[src/rtl/dma_chan_arb_pkg.sv]
package dma_chan_arb_pkg;
  localparam int unsigned N_PORT = 2;
  localparam int unsigned PORTW  = 1;

  typedef logic [PORTW-1:0] port_t;

  function automatic port_t other_port(input port_t p);
    return ~p;
  endfunction
endpackage

[src/rtl/dca_port_pick.sv]
module dca_port_pick
  import dma_chan_arb_pkg::*;
#(
  parameter int unsigned N_INJ = 6,
  parameter int unsigned N_CH  = N_INJ + N_PORT,
  parameter int unsigned IDXW  = $clog2(N_CH),
  parameter int unsigned PORT  = 0
) (
  input  logic [N_CH-1:0]       elig,
  input  logic [N_CH-1:0]       ch_port,
  output logic                  hit,
  output logic [IDXW-1:0]       idx
);
  localparam port_t MY_PORT = port_t'(PORT);

  logic            inj_hit, ext_hit;
  logic [IDXW-1:0] inj_idx, ext_idx;

  // lower level: injection, ascending scan so the highest index is kept
  always_comb begin
    inj_hit = 1'b0;
    inj_idx = '0;
    for (int i = 0; i < int'(N_INJ); i++) begin
      if (elig[i] && (ch_port[i] == MY_PORT)) begin
        inj_hit = 1'b1;
        inj_idx = IDXW'(i);
      end
    end
  end

  // upper level: extraction channels of this port
  always_comb begin
    ext_hit = 1'b0;
    ext_idx = '0;
    for (int j = int'(N_INJ); j < int'(N_CH); j++) begin
      if (elig[j] && (ch_port[j] == MY_PORT)) begin
        ext_hit = 1'b1;
        ext_idx = IDXW'(j);
      end
    end
  end

  assign hit = inj_hit | ext_hit;
  assign idx = ext_hit ? ext_idx : inj_idx;
endmodule

[src/rtl/dca_port_turn.sv]
module dca_port_turn
  import dma_chan_arb_pkg::*;
(
  input  logic  hit0,
  input  logic  hit1,
  input  port_t pref,
  output logic  any,
  output port_t pick
);
  always_comb begin
    any = hit0 | hit1;
    if (hit0 && hit1) pick = pref;
    else if (hit1)    pick = port_t'(1);
    else              pick = port_t'(0);
  end
endmodule

[src/rtl/dma_chan_arb.sv]
module dma_chan_arb
  import dma_chan_arb_pkg::*;
#(
  parameter int unsigned N_INJ = 6,
  parameter int unsigned N_CH  = N_INJ + N_PORT,
  parameter int unsigned IDXW  = $clog2(N_CH)
) (
  input  logic             clk,
  input  logic             rst_n,
  input  logic [N_CH-1:0]  req,
  input  logic [N_CH-1:0]  en,
  input  logic [N_CH-1:0]  last,
  input  logic [N_INJ-1:0] inj_port_sel,
  output logic [N_CH-1:0]  grant,
  output logic             grant_port,
  output logic             grant_busy
);
  logic [N_CH-1:0] ch_port;
  logic [N_CH-1:0] elig;
  logic [N_PORT-1:0] hit;
  logic [IDXW-1:0] idx [N_PORT];
  logic            any;
  port_t           pick, pref_q, port_q;
  logic            decide;
  logic [N_CH-1:0] grant_q;

  // port binding of every channel
  for (genvar c = 0; c < int'(N_CH); c++) begin : g_map
    if (c < int'(N_INJ)) begin : g_inj
      assign ch_port[c] = inj_port_sel[c];
    end else begin : g_ext
      assign ch_port[c] = (c - int'(N_INJ)) == 1;
    end
  end

  assign elig = req & en;

  for (genvar p = 0; p < int'(N_PORT); p++) begin : g_port
    dca_port_pick #(
      .N_INJ (N_INJ),
      .N_CH  (N_CH),
      .IDXW  (IDXW),
      .PORT  (p)
    ) u_pick (
      .elig    (elig),
      .ch_port (ch_port),
      .hit     (hit[p]),
      .idx     (idx[p])
    );
  end

  dca_port_turn u_turn (
    .hit0 (hit[0]),
    .hit1 (hit[1]),
    .pref (pref_q),
    .any  (any),
    .pick (pick)
  );

  assign decide = (grant_q == '0) || ((grant_q & last) != '0);

  always_ff @(posedge clk or negedge rst_n) begin
    if (!rst_n) begin
      grant_q <= '0;
      port_q  <= '0;
      pref_q  <= '0;
    end else if (decide) begin
      if (any) begin
        grant_q <= N_CH'(1) << idx[pick];
        port_q  <= pick;
        pref_q  <= other_port(pick);
      end else begin
        grant_q <= '0;
      end
    end
  end

  assign grant      = grant_q;
  assign grant_port = port_q;
  assign grant_busy = |grant_q;
endmodule

[config.mk]
export PLATFORM = sky130hd
export DESIGN_NAME = dma_chan_arb
export DESIGN_NICKNAME = d
export VERILOG_FILES = /design/src/rtl/dma_chan_arb_pkg.sv /design/src/rtl/dca_port_pick.sv /design/src/rtl/dca_port_turn.sv /design/src/rtl/dma_chan_arb.sv
export SDC_FILE = /design/constraint.sdc
export NUM_CORES = 1
export LEC_CHECK = 0
export ABC_AREA = 0
export BUFFER_PORTS_ARGS = -buffer_cell sky130_fd_sc_hd__buf_4
export CAP_MARGIN = 20
export CORE_ASPECT_RATIO = 1.1
export CORE_MARGIN = 5
export CORE_UTILIZATION = 48
export DETAILED_ROUTE_END_ITERATION = 16
export GPL_TIMING_DRIVEN = 0
export PLACE_DENSITY = 0.83
export SYNTH_ARGS = -nofsm -noshare
export SYNTH_HDL_FRONTEND = slang
export SYNTH_HIERARCHICAL = 1
export SYNTH_SLANG_ARGS = --single-unit
export TNS_END_PERCENT = 30
[constraint.sdc]
create_clock -name clk -period 2.75 [get_ports clk]
set_input_delay 0.55 -clock clk [delete_from_list [all_inputs] [get_ports clk]]
set_output_delay 0.55 -clock clk [all_outputs]
set_load 0.03 [all_outputs]
==> results of run 1 <==
[area by class of cell]
cell class	count	area, um^2	area share (%)
tap	18	22.5	1.84
clock buffer	3	22.5	1.84
inverter	7	26.3	2.15
sequential	10	250	20.4
buffer	3	26.3	2.15
timing repair buffer	41	308	25.1
multi-input combinational	89	569	46.5
[stage by stage]
stage / util (%) / power (mW) / instances / hold slack, ps / cell area, um^2
detailed placement: 69.0 / 1.08 / 168 / 385 / 1200
global placement: 69.0 / 1.07 / 168 / 381 / 1200
CTS: 70.3 / 1.18 / 171 / 109 / 1220
global route: 70.3 / 1.26 / 171 / 119 / 1220
finish: 70.3 / 1.18 / 171 / 102 / 1220
floorplan: - / 0.852 / 109 / 254 / 872
[cells in the final DEF, fill, tap and decap left out]
cell type and n:
buf_4 41, nand2_1 18, dfrtp_1 10, o31ai_1 9
and2_1 8, a22oi_1 8, conb_1 7, inv_1 6
nor2_1 5, nor2b_1 4, a32oi_1 3, clkbuf_4 3
nor4_1 2, buf_6 2, mux2i_1 2, nand2b_1 2
a21oi_1 2, a31oi_1 2, nor2b_4 2, nand4_1 2
and4_1 1, and2_4 1, clkbuf_1 1, o32a_1 1
nor3_1 1, a21bo_2 1, mux2_4 1, nand2b_4 1
o31ai_2 1, a22oi_2 1, inv_2 1, o21ai_1 1
o21ai_0 1, or2_1 1, a21boi_1 1
[cells by family (layout without fill, tap and decap cells)]
logic type,after synthesis,in the layout,share of synthesized area (%)
buffers and inverters,10,54,6.16
DFF,10,10,29.3
AOI/OAI and AO/OA,31,31,28.0
and+or+nand+nor,48,48,31.5
muxes,3,3,4.11
other,2,7,0.880
[synth_stat cells (all sizes together), types with 2 or more instances]
cell / instances
nand2: 18
dfrtp: 10
o31ai: 10
a22oi: 9
and2: 9
inv: 7
nor2b: 6
nor2: 5
a32oi: 3
nand2b: 3
a21oi: 2
a31oi: 2
buf: 2
conb: 2
mux2i: 2
nand4: 2
nor4: 2
o21ai: 2
[power groups by stage]
stage	registers (mW)	clock network, mW	logic (mW)
2_1_floorplan	0.378	0	0.474
3_3_place_gp	0.271	0	0.796
3_5_place_dp	0.275	0	0.808
4_1_cts	0.273	0.0973	0.814
5_1_grt	0.286	0.0996	0.878
6_report	0.273	0.0988	0.808
[worst min-delay path by stage]
stage / start / to / cells after the start
after floorplan: rst_n / grant[0]$_DFFE_PN0P_ / 0
after global placement: rst_n / grant[3]$_DFFE_PN0P_ / 1
after detailed placement: rst_n / grant[1]$_DFFE_PN0P_ / 1
after CTS: rst_n / grant[2]$_DFFE_PN0P_ / 1
after global routing: rst_n / grant[2]$_DFFE_PN0P_ / 1
final: rst_n / grant[1]$_DFFE_PN0P_ / 1
[sequential cells by signal (all words and copies together), names as in the netlist]
name and count:
grant_port 1, grant 8, pref_q 1
[layer usage]
layer / vias to the layer above / wire length (um) / track usage (%)
met2: 46 / 1130 / 35.4
met3: 5 / 198 / 3.27
met4: 0 / 44 / 7.86
met1: 408 / 765 / 16.9
met5: - / 0 / 0
li1: 468 / - / -
==> impl_metrics.py, run 1 <==
metrics = {
    "run_status": {
        "status": "completed",
    },
    "floorplanning": {
        "die_height_um": 54.2,
        "die_x_um": 50.2,
        "die_area_mm2": 0.00272,
        "initial_core_util_pct": 49.0,
        "num_rows": 16,
        "ios": 42,
        "fp.coreArea_mm2": 0.00174,
    },
    "power_and_ir_drop": {
        "sw_frac_of_total_pct": 45.9,
        "pwr-share-clk_pct": 8.4,
        "ir_drop_uv": 381,
        "seq_power_share_pct": 23.1,
        "p_per_area_mw_per_mm2": 963,
        "p_leak_nw": 0.610,
        "p_sw_uw": 541,
        "p_int_uw": 638,
        "p_comb_share_pct": 68.5,
    },
    "final_layout": {
        "drive_gt1_share_pct": 35.9,
        "antenna_cells": 0,
        "synthToLayoutAreaGrowth_pct": 43.5,
        "fillers": 144,
        "fin_nets": 187,
    },
    "global_route": {
        "first_global_vias": 941,
        "grt_max_degree": 11,
        "grt_first_pass_wirelength_mm": 3.71,
        "antenna_found_initial": 0,
        "gr-usage-all-layers_pct": 17.4,
        "overflow": 0,
    },
    "clocking": {
        "cts_resized": 0,
        "cts_tree": "built",
        "htreeDepth": 1,
        "clock_latency_ps": 260,
        "holdBufCountCts": 0,
        "postCtsSetupBuffers": 0,
        "clkTransAtPathRegs_ps": 60,
        "clock_sinks": 10,
        "numCtsBuffers": 3,
        "cts-root-buf": "clkbuf_4",
        "cts_buffer_depth": 2,
    },
    "worst_setup_path": {
        "crit_fanout": 10,
        "rrSetupSlack_ps": 1200,
        "slowest_delay_ps": 330,
        "regToRegStartpoint": "grant[2]$_DFFE_PN0P_",
        "cp_top_family": "simple AND/OR/NAND/NOR gates",
        "critical_path_class": "in2reg",
        "startpoint_type": "input port",
        "cp-end-kind": "flip-flop",
        "crit_buf_inv": 2,
        "worst_r2r_endpoint": "grant_port$_DFFE_PN0P_",
        "required_ps": 2920,
        "critPathSlowestCell": "clkbuf_1",
        "startpoint": "req[6]",
        "crit_chain": "buf_4, and2_1, nor2b_1, nor2_1, nand4_1, a21boi_1, clkbuf_1, nand2_1, o32a_1, o31ai_1",
        "rr_worst_depth": 5,
        "endpoint": "grant[3]$_DFFE_PN0P_",
        "cp.arrival_ps": 2350,
        "crit_cells": 10,
    },
    "run": {
        "maxCapViolations": 0,
    },
    "logic_synthesis": {
        "yosysSeqAreaShare_pct": 29.3,
        "ys_ff_latch": 10,
        "synth_edf_count": 0,
        "netlist_area_um2": 853,
        "synth_area_leader_cell": "dfrtp_1",
        "yosys.area.top_type_share_pct": 29.3,
        "syn_inst": 104,
        "synthTopCellsByArea": "dfrtp_1, nand2_1, o31ai_1, a22oi_1, and2_1",
        "async_reset_ff_share_pct": 100,
        "ys_types": 33,
        "yosys_warnings": 6,
        "synth_flop_cell": "dfrtp_1",
        "post_synth.cell_area_avg_um2": 8.20,
    },
    "sta": {
        "setup_tns_ps": 0,
        "postLayoutSetupSlackWorst_ps": 573,
        "skew_ps": 0.312,
        "fin_crit_sh_pct": 79.2,
        "setup_viol": 0,
        "rsz0062_at_grt": "no",
        "timing.fmax_mhz": 459,
        "fin_crit_ps": 2180,
        "finalHoldViolCount": 0,
        "slew_violations": 0,
    },
    "hold_path": {
        "holdCritPathClass": "in2async",
    },
    "detailed_routing": {
        "wire_per_inst_um": 12.5,
        "firstDrtPassIters": 4,
        "viasPerCell": 5.42,
        "drc_errors": 0,
        "drt_iter0_drc": 11,
        "vias": 927,
        "routed_wl_mm": 2.14,
        "postRouteAntennaNets": 0,
    },
    "placed_design": {
        "gp_congestion": 0.820,
        "place_ws_ps": 313,
        "numPortBuffers": 41,
        "hpwlAfterDp_mm": 1.85,
    },
}
Note: power is estimated with default switching activity, not from simulation.
==> run 2, diff against run 1 <==
CORE_UTILIZATION = 40   (was 48)
PLACE_DENSITY = 0.74   (was 0.83)
clock period = 2 ns   (was 2.75 ns; I/O delays follow)
==> run 2 against run 1 <==
Compared with the run above: via count fell by 0.22%; register-to-register slack got worse by 760 ps; largest cell class unchanged; sequential cell count did not move; cell count rose by 6.4%; die area rose by 16%; non-clock buffer count rose by 1; critical path type unchanged; setup slack got worse by 450 ps; sequential share of layout area fell by 0.84 points; global-route usage fell by 2.0 points.
==> impl_metrics.py, run 2 (synthesis gave the netlist of run 1 again) <==
metrics = {
    "worst_setup_path": {
        "slowest_delay_ps": 390,
        "cpMostUsedCell": "buf_4",
        "cp.arrival_ps": 2050,
        "startpoint_type": "input port",
        "required_ps": 2170,
        "crit_fanout": 10,
        "rr_worst_depth": 5,
        "cp-end-kind": "flip-flop",
        "critical_path_class": "in2reg",
        "critPathSlowestCell": "o32a_1",
        "crit_chain": "buf_4, and2_1, a22oi_2, nand4_1, a21boi_2, buf_4, o32a_1, o31ai_2",
    },
    "floorplanning": {
        "num_rows": 17,
        "initial_core_util_pct": 42.2,
        "fp.coreArea_mm2": 0.00202,
        "ios": 42,
        "die_area_mm2": 0.00316,
        "die_height_um": 58.4,
        "die_x_um": 54.0,
    },
    "global_route": {
        "grt_first_pass_wirelength_mm": 3.66,
        "antenna_found_initial": 0,
        "gr-usage-all-layers_pct": 15.5,
        "overflow": 0,
        "first_global_vias": 946,
        "grt_max_degree": 11,
    },
    "detailed_routing": {
        "routed_wl_mm": 2.23,
        "viasPerCell": 5.08,
        "firstDrtPassIters": 4,
        "vias": 925,
        "postRouteAntennaNets": 0,
        "drt_iter0_drc": 13,
        "wire_per_inst_um": 12.3,
        "drc_errors": 0,
    },
    "placed_design": {
        "hpwlAfterDp_mm": 1.85,
        "place_inst": 178,
        "numPortBuffers": 41,
        "gp_congestion": 0.813,
    },
    "clocking": {
        "numCtsBuffers": 3,
        "cts_tree": "built",
        "clock_latency_ps": 260,
        "htreeDepth": 1,
        "cts_buffer_depth": 2,
        "postCtsSetupBuffers": 0,
        "cts-root-buf": "clkbuf_4",
        "clkTransAtPathRegs_ps": 60,
        "clock_sinks": 10,
    },
    "final_layout": {
        "final_common_cell": "buf_4",
        "final_cell_mix": "buf_4, nand2_1, dfrtp_1",
        "fillers": 194,
        "final_util_pct": 63.2,
        "drive_gt1_share_pct": 40.3,
        "fin_cells": 182,
        "largest_register_ffs": 8,
        "regArea_um2": 250,
        "multi_input_area_um2": 596,
        "antenna_cells": 0,
        "fin_nets": 188,
        "synthToLayoutAreaGrowth_pct": 49.7,
    },
    "run_status": {
        "status": "completed",
    },
    "power_and_ir_drop": {
        "p_per_area_mw_per_mm2": 1300,
        "ir_drop_uv": 632,
        "total_power_mw": 1.66,
        "p_leak_nw": 0.624,
    },
    "sta": {
        "rsz0062_at_grt": "no",
        "fin_crit_ps": 1880,
        "timing.fmax_mhz": 532,
        "fin_crit_sh_pct": 93.9,
        "slew_violations": 0,
        "finalHoldViolCount": 0,
        "setup_viol": 0,
        "skew_ps": 1.30,
    },
    "run": {
        "maxCapViolations": 0,
    },
    "hold_path": {
        "holdCritPathClass": "in2async",
    },
}
run 2: critical path: cells and delay by family:
kind                   cells  cell delay (ps)
AOI/OAI and AO/OA          4             1040
and+or+nand+nor            2              340
buffers and inverters      2              270
run 2: per-layer routing:
metal / vias to the layer above / track usage (%) / routed length, um
met1: 405 / 15.2 / 855
li1: 472 / - / -
met2: 42 / 29.4 / 1140
met3: 6 / 2.03 / 188
met5: - / 0 / 0
met4: 0 / 9.25 / 49
run 2: power by group:
group          internal [mW]  switching (mW)  leakage (nW)
clock network         0.0691          0.0603        0.0138
registers              0.295          0.0805         0.131
logic                  0.532           0.622         0.480
total                  0.897           0.763         0.624
run 2: final timing paths:
kind / startpoint / end / slack [ps]
setup reg to reg: grant[2]$_DFFE_PN0P_ / grant_port$_DFFE_PN0P_ / 440
setup / recovery: req[2] / grant[3]$_DFFE_PN0P_ / 120
min in group clk: grant_port$_DFFE_PN0P_ / grant_port$_DFFE_PN0P_ / 520
hold reg to reg: grant_port$_DFFE_PN0P_ / grant_port$_DFFE_PN0P_ / 520
hold / removal: rst_n / grant[7]$_DFFE_PN0P_ / 510
max in group asynchronous: rst_n / grant_port$_DFFE_PN0P_ / 1360
run 2: layout make-up:
class | instances | share of cell area [%]
clock buffer | 3 | 1.76
timing repair buffer | 42 | 24.9
buffer | 3 | 2.35
sequential | 10 | 19.6
inverter | 7 | 2.06
multi-input combinational | 89 | 46.6
tap | 28 | 2.74
run 2: what timing repair did:
action,4_1_cts,5_1_grt
setup endpoints to repair,5,8
gates resized for setup,1,9
endpoints found under the hold margin,10,0
hold buffers,1,0
pin swaps,0,1
run 2: through the flow:
step	hold slack [ps]	setup TNS (ps)	instance area, um^2	setup WS [ps]
detailed placement	234	-2490	1210	-373
CTS	504	0	1250	24.4
global placement	232	-1860	1210	-319
floorplan	104	0	872	7.68
global route	515	0	1280	14.8
finish	506	0	1280	121
